$ cat src/rtl/ltg_pkg.sv
package ltg_pkg;

    typedef enum logic [1:0] {
        MODE_ORBIT = 2'b00,
        MODE_IDLE  = 2'b01,
        MODE_BX    = 2'b10,
        MODE_RAND  = 2'b11
    } ltg_mode_e;

    typedef struct packed {
        ltg_mode_e   mode;
        logic [1:0]  rules;
        logic [11:0] burst;
        logic [15:0] rate;
    } ltg_cfg_t;

    localparam int RULE_N = 4;
    localparam logic [15:0] RULE_RATE_LIMIT = 16'd63;

    // Window length in crossings of spacing rule i (rule i allows i+1 accepts)
    function automatic int rule_window(input int i);
        case (i)
            0:       return 3;
            1:       return 25;
            2:       return 100;
            default: return 240;
        endcase
    endfunction

    function automatic logic rules_apply(input ltg_cfg_t c);
        return (c.mode == MODE_RAND) ||
               ((c.mode == MODE_BX) && (c.rate < RULE_RATE_LIMIT));
    endfunction

endpackage

$ cat src/rtl/ltg_timebase.sv
module ltg_timebase #(
    parameter int ORBIT_LEN = 3564,
    parameter int IDX_W     = $clog2(ORBIT_LEN)
) (
    input  logic             clk,
    input  logic             rst,
    input  logic             bx_en,
    output logic [IDX_W-1:0] bx_idx
);
    localparam logic [IDX_W-1:0] LAST = IDX_W'(ORBIT_LEN - 1);

    always_ff @(posedge clk) begin
        if (rst)
            bx_idx <= '0;
        else if (bx_en)
            bx_idx <= (bx_idx == LAST) ? '0 : bx_idx + 1'b1;
    end

    a_r11_idx_range: assert property (@(posedge clk) disable iff (rst)
        bx_idx <= LAST);

endmodule

$ cat src/rtl/ltg_req_src.sv
module ltg_req_src
    import ltg_pkg::*;
#(
    parameter int ORBIT_LEN  = 3564,
    parameter int ORBIT_SLOT = 500,
    parameter int BX_RATE    = 40_000_000,
    parameter int IDX_W      = $clog2(ORBIT_LEN)
) (
    input  logic             clk,
    input  logic             rst,
    input  logic             bx_en,
    input  logic             restart,
    input  ltg_mode_e        mode,
    input  logic [15:0]      rate,
    input  logic [IDX_W-1:0] bx_idx,
    output logic             req
);
    localparam logic [47:0] RAND_SCALE = 48'((64'd1 << 33) / BX_RATE);
    localparam logic [31:0] LFSR_SEED  = 32'h1D87_2B41;
    localparam logic [31:0] LFSR_MASK  = 32'hB4BC_D35C;

    logic [15:0] gap_q, orb_q;
    logic [31:0] lfsr_q;
    logic [47:0] thr;
    logic        at_slot, hit;

    always_comb begin
        thr     = 48'(rate) * RAND_SCALE;
        hit     = (thr[47:32] != '0) || (lfsr_q < thr[31:0]);
        at_slot = (bx_idx == IDX_W'(ORBIT_SLOT));
        case (mode)
            MODE_ORBIT: req = at_slot && (orb_q == '0);
            MODE_BX:    req = (gap_q == '0);
            MODE_RAND:  req = hit;
            default:    req = 1'b0;
        endcase
    end

    always_ff @(posedge clk) begin
        if (rst) begin
            gap_q  <= '0;
            orb_q  <= '0;
            lfsr_q <= LFSR_SEED;
        end else begin
            if (bx_en)
                lfsr_q <= lfsr_q[0] ? ((lfsr_q >> 1) ^ LFSR_MASK) : (lfsr_q >> 1);
            if (restart) begin
                gap_q <= '0;
                orb_q <= '0;
            end else if (bx_en) begin
                gap_q <= (gap_q == '0) ? rate : gap_q - 1'b1;
                if (at_slot)
                    orb_q <= (orb_q == '0) ? rate : orb_q - 1'b1;
            end
        end
    end

    a_r5_lfsr_alive: assert property (@(posedge clk) disable iff (rst)
        lfsr_q != '0);

endmodule

$ cat src/rtl/ltg_rule_filter.sv
module ltg_rule_filter
    import ltg_pkg::*;
#(
    parameter int AGE_W = 8
) (
    input  logic       clk,
    input  logic       rst,
    input  logic       bx_en,
    input  logic       issue,
    input  logic [1:0] rule_sel,
    output logic       ok
);
    localparam logic [AGE_W-1:0] AGE_MAX = {AGE_W{1'b1}};

    // age_q[k]: crossings since the (k+1)-th most recent accept, saturating
    logic [AGE_W-1:0] age_q [RULE_N];
    logic [RULE_N-1:0] pass;

    function automatic logic [AGE_W-1:0] sat_inc(input logic [AGE_W-1:0] v);
        return (v == AGE_MAX) ? v : v + 1'b1;
    endfunction

    for (genvar k = 0; k < RULE_N; k++) begin : g_age
        if (k == 0) begin : g_head
            always_ff @(posedge clk) begin
                if (rst)
                    age_q[k] <= AGE_MAX;
                else if (bx_en)
                    age_q[k] <= issue ? AGE_W'(1) : sat_inc(age_q[k]);
            end
        end else begin : g_tail
            always_ff @(posedge clk) begin
                if (rst)
                    age_q[k] <= AGE_MAX;
                else if (bx_en)
                    age_q[k] <= issue ? sat_inc(age_q[k-1]) : sat_inc(age_q[k]);
            end
        end
        assign pass[k] = ((k + int'(rule_sel)) >= RULE_N) ||
                         (age_q[k] >= AGE_W'(rule_window(k)));
    end

    assign ok = &pass;

    a_r6_history_order: assert property (@(posedge clk) disable iff (rst)
        age_q[0] <= age_q[1]);

endmodule

$ cat src/rtl/ltrig_gen.sv
module ltrig_gen
    import ltg_pkg::*;
#(
    parameter int ORBIT_LEN  = 3564,
    parameter int ORBIT_SLOT = 500,
    parameter int BX_RATE    = 40_000_000
) (
    input  logic        clk,
    input  logic        rst,
    input  logic        bx_en,
    input  logic [1:0]  cfg_mode,
    input  logic [1:0]  cfg_rules,
    input  logic [11:0] cfg_burst,
    input  logic [15:0] cfg_rate,
    input  logic        cmd_burst,
    input  logic        cmd_cont,
    input  logic        cmd_reset,
    output logic        l1a,
    output logic        cont_on
);
    localparam int IDX_W = $clog2(ORBIT_LEN);

    ltg_cfg_t         cfg;
    logic [IDX_W-1:0] bx_idx;
    logic [12:0]      remain_q;
    logic             pend_q, req, rule_ok, rules_on;
    logic             any_cmd, restart, active, issue;
    logic [1:0]       gap_sat;

    assign cfg = '{mode: ltg_mode_e'(cfg_mode), rules: cfg_rules,
                   burst: cfg_burst, rate: cfg_rate};

    ltg_timebase #(.ORBIT_LEN(ORBIT_LEN), .IDX_W(IDX_W)) i_tb (
        .clk(clk), .rst(rst), .bx_en(bx_en), .bx_idx(bx_idx));

    ltg_req_src #(.ORBIT_LEN(ORBIT_LEN), .ORBIT_SLOT(ORBIT_SLOT),
                  .BX_RATE(BX_RATE), .IDX_W(IDX_W)) i_req (
        .clk(clk), .rst(rst), .bx_en(bx_en), .restart(restart),
        .mode(cfg.mode), .rate(cfg.rate), .bx_idx(bx_idx), .req(req));

    ltg_rule_filter #(.AGE_W(8)) i_rules (
        .clk(clk), .rst(rst), .bx_en(bx_en), .issue(issue),
        .rule_sel(cfg.rules), .ok(rule_ok));

    always_comb begin
        any_cmd  = cmd_burst | cmd_cont | cmd_reset;
        restart  = cmd_burst | cmd_cont;
        active   = cont_on || (remain_q != '0);
        rules_on = rules_apply(cfg);
        issue    = bx_en && !any_cmd && active && (cfg.mode != MODE_IDLE) &&
                   (req || pend_q) && (!rules_on || rule_ok);
    end

    always_ff @(posedge clk) begin
        if (rst) begin
            cont_on  <= 1'b0;
            remain_q <= '0;
            pend_q   <= 1'b0;
            l1a      <= 1'b0;
        end else begin
            l1a <= issue;
            if (cmd_reset) begin
                cont_on  <= 1'b0;
                remain_q <= '0;
                pend_q   <= 1'b0;
            end else if (cmd_burst) begin
                cont_on  <= 1'b0;
                remain_q <= cont_on ? 13'd0 : {1'b0, cfg.burst} + 13'd1;
                pend_q   <= 1'b0;
            end else if (cmd_cont) begin
                cont_on  <= 1'b1;
                remain_q <= '0;
                pend_q   <= 1'b0;
            end else if (bx_en) begin
                pend_q <= active && (req || pend_q) && !issue;
                if (issue && !cont_on)
                    remain_q <= remain_q - 1'b1;
            end
        end
    end

    // Independent crossing distance since the last accept, for the checks
    always_ff @(posedge clk) begin
        if (rst)
            gap_sat <= 2'd3;
        else if (bx_en)
            gap_sat <= issue ? 2'd1 : ((gap_sat == 2'd3) ? 2'd3 : gap_sat + 2'd1);
    end

    a_r11_single_pulse: assert property (@(posedge clk) disable iff (rst)
        l1a |=> !l1a);
    a_r11_after_crossing: assert property (@(posedge clk) disable iff (rst)
        l1a |-> $past(bx_en));
    a_r9_reset_stops: assert property (@(posedge clk) disable iff (rst)
        cmd_reset |=> (!cont_on && !l1a));
    a_r8_burst_clears_cont: assert property (@(posedge clk) disable iff (rst)
        (cmd_burst && !cmd_reset && cont_on) |=> !cont_on);
    a_r7_cont_set: assert property (@(posedge clk) disable iff (rst)
        (cmd_cont && !cmd_burst && !cmd_reset) |=> cont_on);
    a_r10_idle_mode: assert property (@(posedge clk) disable iff (rst)
        (bx_en && cfg_mode == 2'b01) |=> !l1a);
    a_r2_no_spare_pulse: assert property (@(posedge clk) disable iff (rst)
        (remain_q == '0 && !cont_on) |=> !l1a);
    a_r6_rule1_spacing: assert property (@(posedge clk) disable iff (rst)
        (issue && rules_on) |-> (gap_sat == 2'd3));

endmodule

$ cat config.mk
export PLATFORM = sky130hd
export DESIGN_NAME = ltrig_gen
export DESIGN_NICKNAME = d
export VERILOG_FILES = /design/src/rtl/ltg_pkg.sv /design/src/rtl/ltg_timebase.sv /design/src/rtl/ltg_req_src.sv /design/src/rtl/ltg_rule_filter.sv /design/src/rtl/ltrig_gen.sv
export SDC_FILE = /design/constraint.sdc
export NUM_CORES = 1
export LEC_CHECK = 0
export ABC_AREA = 1
export BUFFER_PORTS_ARGS = -buffer_cell sky130_fd_sc_hd__buf_4
export CORE_MARGIN = 2
export CORE_UTILIZATION = 59
export CTS_BUF_LIST = sky130_fd_sc_hd__clkbuf_8
export DETAILED_ROUTE_END_ITERATION = 6
export PLACE_DENSITY = 0.77
export SYNTH_ARGS = -nofsm -noshare
export SYNTH_HDL_FRONTEND = slang
export SYNTH_HIERARCHICAL = 1
export SYNTH_SLANG_ARGS = --single-unit
$ cat constraint.sdc
create_clock -name clk -period 5.15 [get_ports clk]
set_input_delay 0.2575 -clock clk [delete_from_list [all_inputs] [get_ports clk]]
set_output_delay 0.2575 -clock clk [all_outputs]
set_load 0.02 [all_outputs]
==> results of run 1 <==
cell families (layout without fill, tap and decap cells):
kind of cell,count (synthesis),after routing,synth area share
flops,124,124,0.240
other cells,0,1,0
fa+ha+maj,138,138,0.170
compound gates,214,214,0.100
xor+xnor,50,50,0.0381
mux,1,1,0.000857
simple gates,872,872,0.346
buf+inv,305,440,0.106
placed cells by master (no fill, tap or decap), drive strengths merged, types with 6 or more instances in the layout:
cell / n
dfxtp: 92
inv: 272
xor2: 32
nor3: 16
nand3b: 11
o21bai: 6
nand2: 422
xnor2: 18
fa: 34
nand3: 152
nor2: 229
clkbuf: 20
nand4: 32
buf: 133
a21oi: 95
clkinv: 10
o21ai: 96
edfxtp: 32
ha: 104
final cells by class:
cell class | instances | area (sq um) | area share
Multi-Input combinational cell | 1275 | 8550 | 0.599
Sequential cell | 124 | 2800 | 0.196
Timing Repair Buffer | 136 | 1140 | 0.0800
Inverter | 272 | 1030 | 0.0720
Tap cell | 265 | 332 | 0.0232
Clock buffer | 18 | 248 | 0.0174
Clock inverter | 14 | 169 | 0.0118
Antenna cell | 1 | 2.50 | 0.000175
Yosys cell counts (4+ instances only):
| library cell | n | share of area |
|---|---|---|
| o21ai_0 | 69 | 0.030 |
| xor2_1 | 31 | 0.023 |
| buf_2 | 7 | 0.0030 |
| nand3b_1 | 11 | 0.0071 |
| nand2_2 | 22 | 0.012 |
| o21ai_2 | 7 | 0.0052 |
| o21ai_1 | 20 | 0.0086 |
| ha_1 | 104 | 0.11 |
| edfxtp_1 | 32 | 0.082 |
| buf_6 | 7 | 0.0067 |
| nand3_1 | 136 | 0.058 |
| clkbuf_1 | 13 | 0.0042 |
| xnor2_1 | 18 | 0.013 |
| nand2_4 | 4 | 0.0039 |
| nor2_4 | 8 | 0.0077 |
| nand4_1 | 31 | 0.017 |
| o21bai_1 | 6 | 0.0039 |
| dfxtp_1 | 92 | 0.16 |
| nor2_2 | 28 | 0.015 |
| nand2_1 | 396 | 0.13 |
| fa_1 | 34 | 0.058 |
| nor2_1 | 191 | 0.061 |
| a21oi_1 | 91 | 0.039 |
| inv_2 | 18 | 0.0058 |
| a21oi_2 | 4 | 0.0030 |
| nand3_2 | 14 | 0.012 |
| nor3_1 | 11 | 0.0047 |
| inv_1 | 250 | 0.080 |
stage by stage:
step | setup TNS (ns) | hold slack [ns] | utilization | setup WS (ns)
final | -1.38 | 0.0721 | 0.734 | -0.0948
after global routing | -7.18 | 0.104 | 0.734 | -0.261
after detailed placement | -25.85 | 0.453 | 0.661 | -0.648
after CTS | 0 | 0.0541 | 0.699 | 0.00239
after floorplan | 0 | 0.324 | - | 0.00105
after global placement | -21.36 | 0.444 | 0.661 | -0.552
final timing paths:
path / start / endpoint / slack, ns / cells after the start
max reg2reg: i_req/orb_q[0] / i_rules/age_q[1][11] / 2.17 / 19
min: cmd_cont / cont_on / 0.07 / 3
max: cfg_rate[6] / i_rules/age_q[1][11] / -0.09 / 37
min reg2reg: i_req/lfsr_q[1] / i_req/lfsr_q[1] / 0.50 / 2
routing by layer:
metal | track usage | wire [microns] | part of all wire | vias up
li1 | - | - | - | 5738
met1 | 0.389 | 14200 | 0.44 | 5410
met3 | 0.0372 | 1500 | 0.046 | 90
met4 | 0.106 | 989 | 0.031 | 0
met2 | 0.516 | 15500 | 0.48 | 351
met5 | 0 | 0 | 0 | -
power by group:
group	internal [uW]	total, uW	switching [uW]
logic	1670	3800	2130
registers	1060	1120	61.4
clock network	493	930	437
tightest hold or removal path: cells and delay by family:
kind / cells / cell delay, ns
buffers and inverters: 1 / 0.09
AND/OR/NAND/NOR: 1 / 0.08
AO/OA/AOI/OAI: 1 / 0.06
sequential cells by signal, indices dropped and copies added, names as in the netlist:
signal / count
cont_on: 1
i_req/gap_q: 16
i_req/lfsr_q: 32
i_req/orb_q: 16
i_rules/age_q: 32
i_tb/bx_idx: 12
l1a: 1
pend_q: 1
remain_q: 13
repair_timing:
item                                   4_1_cts  5_1_grt
pin swaps                                   25       86
setup endpoints to repair                   32       52
endpoints found under the hold margin        1        0
cloned                                       0        2
resized for setup                           37      109
hold buffers                                 1        0
buffers inserted                             8        9
==> results.json, run 1 <==
{
  "status": "finished with violations",
  "violations": "setup timing",
  "worstPathRequired_ns": 5.37,
  "drv_slew": 0,
  "antenna_found_initial": 1,
  "place_area_sq_um": 12900,
  "grt_overflow": 0,
  "die-width_microns": 145,
  "grt_pass1_wl_microns": 50700,
  "wl_per_cell_microns": 15.3,
  "fin_area_sq_um": 14300,
  "syn_area_sq_um": 11700,
  "cpMostUsedCell": "nand2_2",
  "syn_nets": 1880,
  "cts_tree": "built",
  "ir_worst_vdd_v": 0.000259,
  "grt_setup_unrepaired": "true",
  "synth.ff_latch_count": 124,
  "avgSynthCellArea_sq_um": 6.86,
  "yosysSeqAreaShare": 0.240,
  "place_inst": 2054,
  "placementRows": 51,
  "pin_count": 40,
  "finalHoldViolations": 0,
  "crit_buf_inv": 10,
  "synth_ff_type": "dfxtp_1",
  "worst_pin_slew_ns": 1.08,
  "power.total_uw": 5850,
  "numCtsBuffers": 17,
  "viasPerCell": 5.51,
  "syn_to_final_growth_pct": 22.2,
  "drt_iter0_drc": 818,
  "drcViolationCount": 0,
  "syn_inst": 1704,
  "fin_skew_ns": 0.0126,
  "fin_crit_ns": 5.24,
  "wirelength_microns": 32200,
  "async_flop_share": 0,
  "crit_fanout": 7,
  "routabilityCongestion": 0.927,
  "portBuffers": 39,
  "crit_family": "adder cells",
  "firstDrtPassIters": 5,
  "drive_above_1_share": 0.226,
  "start_util": 0.600,
  "arrival_ns": 5.46,
  "clock_sinks": 124,
  "critPathCaptureType": "flip-flop",
  "cp_slowest_cell": "fa_1",
  "core_area_sq_um": 19500,
  "insertion_delay_ns": 0.45,
  "vias": 11600,
  "power_density_nw_per_um2": 410,
  "place_hpwl_microns": 22900,
  "grt_max_degree": 62,
  "setup_slack_ns": -0.0948,
  "grt_pass1_vias": 10900,
  "path_class": "in2reg",
  "cts.clk_slew.worst_paths_ns": 0.08,
  "power_leakage_uw": 0.00705,
  "synth_edf_count": 32,
  "cts_buffer_depth": 2,
  "num-nets-final": 2002,
  "die_area_sq_um": 20900,
  "fmax_ghz": 0.191,
  "antenna_left": 0,
  "final_cells": 2105,
  "ys_warn_count": 6,
  "holdCritPathClass": "in2reg",
  "fin_crit_sh": 1.02,
  "synthDistinctLibCells": 57,
  "maxCapViolCount": 0,
  "htree_levels": 4,
  "relSlewSlack": 0.276,
  "cts_root_buffer": "clkbuf_8",
  "setup_viol": 28,
  "chipHeight_microns": 145,
  "startpoint_type": "input port",
  "worst_path_largest_cell_delay_ns": 0.52,
  "fillers": 1504,
  "grt_use_total": 0.300
}
Power figures use the tool's default switching activity.
==> inputs of run 2 (changes only) <==
--- a/config.mk
+++ b/config.mk
@@ -8,10 +8,11 @@
 export ABC_AREA = 1
 export BUFFER_PORTS_ARGS = -buffer_cell sky130_fd_sc_hd__buf_4
 export CORE_MARGIN = 2
-export CORE_UTILIZATION = 59
-export CTS_BUF_LIST = sky130_fd_sc_hd__clkbuf_8
+export CORE_UTILIZATION = 58
+export CTS_BUF_LIST = sky130_fd_sc_hd__clkbuf_16
 export DETAILED_ROUTE_END_ITERATION = 6
-export PLACE_DENSITY = 0.77
+export PLACE_DENSITY = 0.76
+export RECOVER_POWER = 100
 export SYNTH_ARGS = -nofsm -noshare
 export SYNTH_HDL_FRONTEND = slang
 export SYNTH_HIERARCHICAL = 1
==> run 2 against run 1 <==
  * Worst setup slack improved by 0.15 ns
  * Critical path depth decreased by 3
  * The run now ends clean
  * Hold slack improved by 0.021 ns
  * Core utilization up 0.36 points
  * Total power is 0.30% higher
==> results.json, run 2 (synthesis gave the netlist of run 1 again) <==
{
  "antenna_found_initial": 1,
  "arrival_ns": 5.27,
  "cp_slowest_cell": "fa_1",
  "seq_area_sq_um": 2800,
  "routabilityCongestion": 0.938,
  "cts_tree": "built",
  "drt_iter0_drc": 738,
  "relSlewSlack": 0.202,
  "drive_above_1_share": 0.232,
  "fin_area_sq_um": 14400,
  "wl_met2_microns": 15100,
  "clock_sinks": 124,
  "syn_to_final_growth_pct": 23.6,
  "setup_slack_ns": 0.0522,
  "reg_top3": "i_req/lfsr_q: 32 flops, i_rules/age_q: 32 flops",
  "core_area_sq_um": 19600,
  "startpoint_type": "input port",
  "ir_worst_vdd_v": 0.000278,
  "power_leakage_uw": 0.00707,
  "cts_root_buffer": "clkbuf_16",
  "numCtsBuffers": 17,
  "wirelength_microns": 31400,
  "critPathCaptureType": "flip-flop",
  "pwr-share-seq": 0.191,
  "fin_skew_ns": 0.0142,
  "worstPathRequired_ns": 5.33,
  "grt_use_total": 0.289,
  "pin_count": 40,
  "crit_buf_inv": 9,
  "path_class": "in2reg",
  "grt_pass1_vias": 10900,
  "chipHeight_microns": 146,
  "place_area_sq_um": 12800,
  "die-width_microns": 146,
  "wl_met3_microns": 1430,
  "htree_levels": 4,
  "post-place-ws_ns": -0.649,
  "portBuffers": 39,
  "grt_pass1_wl_microns": 51000,
  "firstDrtPassIters": 5,
  "clock_power_share": 0.198,
  "multi_input_area_sq_um": 8600,
  "die_area_sq_um": 21300,
  "reg2reg_slack_ns": 2.14,
  "grt_overflow": 0,
  "finalHoldViolations": 0,
  "power_density_nw_per_um2": 406,
  "grt_setup_unrepaired": "true",
  "placementRows": 51,
  "fin_crit_sh": 0.990,
  "grt_max_degree": 62,
  "crit_family": "adder cells",
  "viasPerCell": 5.40,
  "place_hpwl_microns": 23200,
  "drv_slew": 0,
  "p_sw_frac": 0.430,
  "setup_viol": 0,
  "met1_length_microns": 14100,
  "crit_fanout": 9,
  "status": "finished clean",
  "drcViolationCount": 0,
  "highest_layer": "met4",
  "worst_pin_slew_ns": 1.19,
  "power.total_uw": 5870,
  "num-nets-final": 1994,
  "holdCritPathClass": "in2reg",
  "start_util": 0.596,
  "antenna_left": 0,
  "cpMostUsedCell": "nand2_1",
  "layout_common_cells": "nand2_1 (361), inv_1 (229), nor2_1 (184)",
  "p_int_uw": 3340,
  "vias": 11300,
  "cts.clk_slew.worst_paths_ns": 0.06,
  "fillers": 1507,
  "switchingPower_uw": 2520,
  "worst_path_largest_cell_delay_ns": 0.52,
  "maxCapViolCount": 0,
  "fin_crit_ns": 5.10,
  "hold_slack_ns": 0.0929,
  "final_common_cell": "nand2_1",
  "wl_per_cell_microns": 15.0,
  "fmax_ghz": 0.196,
  "comb_power_share": 0.611,
  "tns_ns": 0,
  "cts_buffer_depth": 2,
  "insertion_delay_ns": 0.43
}
==> run 2: cell type report <==
type / count / area share
Antenna cell: 1 / 0.000173
Clock buffer: 18 / 0.0312
Clock inverter: 14 / 0.00832
Inverter: 272 / 0.0716
Multi-Input combinational cell: 1275 / 0.596
Sequential cell: 124 / 0.194
Tap cell: 265 / 0.0230
Timing Repair Buffer: 128 / 0.0760
==> run 2: power groups by stage <==
stage / sequential [uW] / combinational, uW / clock, uW
CTS: 1120 / 3010 / 1180
finish: 1120 / 3580 / 1160
global placement: 1130 / 2770 / 0
detailed placement: 1140 / 2820 / 0
global route: 1130 / 3970 / 1220
floorplan: 1120 / 1960 / 0
==> run 2: stage by stage <==
step	util	instances
6_report	0.737	2097
3_3_place_gp	0.656	2050
3_5_place_dp	0.656	2050
4_1_cts	0.699	2088
2_1_floorplan	-	1704
5_1_grt	0.737	2097
==> run 2: worst register-to-register path, delay by kind of cell, from the launching register on <==
family / cells / cell delay (ns)
adders and majority gates: 1 / 0.29
buffers and inverters: 6 / 0.70
DFF: 1 / 0.31
and+or+nand+nor: 12 / 1.46
==> run 2: path summary, 6_finish.rpt <==
path                    startpoint                    to  cells past startpoint
setup / recovery       cfg_rate[6]  i_rules/age_q[1][13]                     34
hold / removal            cmd_cont               cont_on                      3
setup reg to reg    i_req/orb_q[0]  i_rules/age_q[1][13]                     19
hold reg to reg   i_req/lfsr_q[27]      i_req/lfsr_q[27]                      2
==> run 2: timing repair <==
action | in CTS | in global routing
endpoints found under the hold margin | 1 | 0
hold buffers | 1 | 0
pin swaps | 25 | 83
gates resized for setup | 33 | 144
setup buffers | 6 | 7
setup endpoints to repair | 33 | 52
cloned | 0 | 2
==> run 2: per-layer routing <==
| metal | GRT usage | vias to the layer above |
|---|---|---|
| li1 | - | 5706 |
| met1 | 0.383 | 5225 |
| met2 | 0.487 | 318 |
| met3 | 0.0480 | 68 |
| met4 | 0.0838 | 0 |
| met5 | 0 | - |
==> inputs of run 3 (changes only) <==
--- a/config.mk
+++ b/config.mk
@@ -8,10 +8,10 @@
 export ABC_AREA = 1
 export BUFFER_PORTS_ARGS = -buffer_cell sky130_fd_sc_hd__buf_4
 export CORE_MARGIN = 2
-export CORE_UTILIZATION = 58
+export CORE_UTILIZATION = 38
 export CTS_BUF_LIST = sky130_fd_sc_hd__clkbuf_16
 export DETAILED_ROUTE_END_ITERATION = 6
-export PLACE_DENSITY = 0.76
+export PLACE_DENSITY = 0.51
 export RECOVER_POWER = 100
 export SYNTH_ARGS = -nofsm -noshare
 export SYNTH_HDL_FRONTEND = slang
==> constraint.sdc (replaced) <==
create_clock -name clk -period 6.4 [get_ports clk]
set_input_delay 0.32 -clock clk [delete_from_list [all_inputs] [get_ports clk]]
set_output_delay 0.32 -clock clk [all_outputs]
set_load 0.02 [all_outputs]
==> run 3 against run 2 <==
  * Via count shrank 6.4%
  * Combinational power shrank 46%
  * Core utilization shrank 31 points
  * Clock skew shrank 0.00076 ns
  * Hold slack lost 0.018 ns
  * Routed wire length shrank 3.3%
  * Global-route usage shrank 9.2 points
  * Clock power shrank 20%
  * The flow now finishes with violations (capacitance limit, slew limit)
  * Largest cell class unchanged
==> results.json, run 3 (synthesis gave the netlist of run 1 again) <==
{
  "clock_sinks": 124,
  "use_met3": 0.0281,
  "drt_iter0_drc": 596,
  "place_hpwl_microns": 23600,
  "grtUsageMet1": 0.267,
  "fin_crit_ns": 5.92,
  "grt_pass1_vias": 10000,
  "antenna_found_initial": 0,
  "numCtsBuffers": 17,
  "die_area_sq_um": 32200,
  "busiest_layer": "met2",
  "r2r_cells": 15,
  "worst_path_largest_cell_delay_ns": 0.55,
  "r2r_end": "i_rules/age_q[1][14]",
  "power_density_nw_per_um2": 291,
  "crit_fanout": 18,
  "final_common_cell": "nand2_1",
  "fin_skew_ns": 0.0134,
  "core_area_sq_um": 30400,
  "cp_slowest_cell": "fa_1",
  "placementRows": 64,
  "post-place-ws_ns": 0.0132,
  "path_class": "in2reg",
  "cts_repair_resize_count": 0,
  "layout_common_cells": "nand2_1 (399), inv_1 (253), nor2_1 (193)",
  "fillers": 3246,
  "fmax_ghz": 0.169,
  "routabilityCongestion": 0.864,
  "chipHeight_microns": 179,
  "post_cts_buffers": 0,
  "met2_usage": 0.332,
  "antennaDiodeCount": 0,
  "tns_ns": 0,
  "drv_slew": 117,
  "num-nets-final": 1921,
  "grt_overflow": 0,
  "grt_max_degree": 49,
  "place_inst": 2122,
  "cts_root_buffer": "clkbuf_16",
  "worstPathRequired_ns": 6.58,
  "finalHoldViolations": 0,
  "endpoint": "i_rules/age_q[1][11]",
  "status": "finished with violations",
  "relSlewSlack": -0.735,
  "final_cells": 2154,
  "cts_buffer_depth": 2,
  "grt_pass1_wl_microns": 50400,
  "start_util": 0.384,
  "cts.clk_slew.worst_paths_ns": 0.06,
  "holdCritPathClass": "in2reg",
  "setup_viol": 0,
  "fin_crit_sh": 0.925,
  "htree_levels": 4,
  "wl_per_cell_microns": 14.1,
  "cpMostUsedCell": "nand2_1",
  "startpoint_type": "input port",
  "violations": "capacitance limit, slew limit",
  "pin_count": 40,
  "r2r_start": "i_req/orb_q[0]",
  "drcViolationCount": 0,
  "wirelength_microns": 30400,
  "die-width_microns": 179,
  "firstDrtPassIters": 7,
  "viasPerCell": 4.92,
  "critPathCaptureType": "flip-flop",
  "drive_above_1_share": 0.109,
  "setup_slack_ns": 0.483,
  "cts_tree": "built",
  "grt_setup_unrepaired": "false",
  "grt_use_total": 0.197,
  "antenna_left": 0,
  "reg2reg_slack_ns": 3.19,
  "startpoint": "cfg_rate[7]",
  "worst_pin_slew_ns": 2.60,
  "portBuffers": 39,
  "arrival_ns": 6.09,
  "power_leakage_uw": 0.00655,
  "reg_top3": "i_req/lfsr_q: 32 flops, i_rules/age_q: 32 flops",
  "syn_to_final_growth_pct": 10.1,
  "hold_buffers": 0,
  "insertion_delay_ns": 0.43,
  "ir_worst_vdd_v": 0.000186,
  "maxCapViolCount": 3,
  "vias": 10600
}
## run 3: changes by cell type in the layout (fill, tap and decap cells not counted), sizes merged
cell / change
buf: -76
bufinv: -1
clkbuf: +5
clkinv: -3
clkinvlp: -3
diode: -1
dlygate4sd3: -1
inv: +6
## run 3: stage by stage
| step | hold slack, ns | total power [uW] | cell area (sq um) | utilization |
|---|---|---|---|---|
| after detailed placement | 0.488 | 2840 | 12400 | 0.407 |
| after global placement | 0.476 | 2830 | 12400 | 0.407 |
| after global routing | 0.0630 | 4130 | 12900 | 0.423 |
| final | 0.0752 | 3750 | 12900 | 0.423 |
| after CTS | 0.0506 | 3800 | 12900 | 0.425 |
| after floorplan | 0.387 | 2360 | 11700 | - |
## run 3: cell type report
cell class | instances | area [sq um] | area share
Multi-Input combinational cell | 1275 | 7590 | 0.590
Timing Repair Buffer | 55 | 390 | 0.0303
Tap cell | 396 | 495 | 0.0385
Clock inverter | 13 | 83.8 | 0.00652
Sequential cell | 124 | 2800 | 0.218
Inverter | 272 | 1020 | 0.0795
Clock buffer | 19 | 475 | 0.0370
## run 3: where the power goes
| group | switching [uW] | total [uW] | internal, uW |
|---|---|---|---|
| sequential | 48.1 | 899 | 851 |
| combinational | 1180 | 1920 | 745 |
| clock | 389 | 930 | 541 |
## run 3: critical path: cells and delay by family
kind	cells	cell delay [ns]
adders and majority gates	6	2.55
and+or+nand+nor	15	1.63
AOI/OAI and AO/OA	3	0.65
buffers and inverters	8	0.93
## run 3: per-layer routing
| metal | vias to the layer above | routed length, microns |
|---|---|---|
| li1 | 5549 | - |
| met1 | 4864 | 14800 |
| met2 | 156 | 14300 |
| met3 | 25 | 894 |
| met4 | 0 | 399 |
| met5 | - | 0 |
## run 3: how the worst min path moves through the flow
| stage | startpoint | cells after the start | end | slack [ns] |
|---|---|---|---|---|
| 2_1_floorplan | rst | 1 | i_tb/bx_idx[9] | 0.39 |
| 5_1_grt | cmd_burst | 2 | cont_on | 0.06 |
| 3_5_place_dp | i_req/lfsr_q[11] | 2 | i_req/lfsr_q[11] | 0.49 |
| 4_1_cts | cmd_burst | 2 | cont_on | 0.05 |
| 6_report | cmd_burst | 2 | cont_on | 0.08 |
| 3_3_place_gp | i_req/lfsr_q[11] | 2 | i_req/lfsr_q[11] | 0.48 |
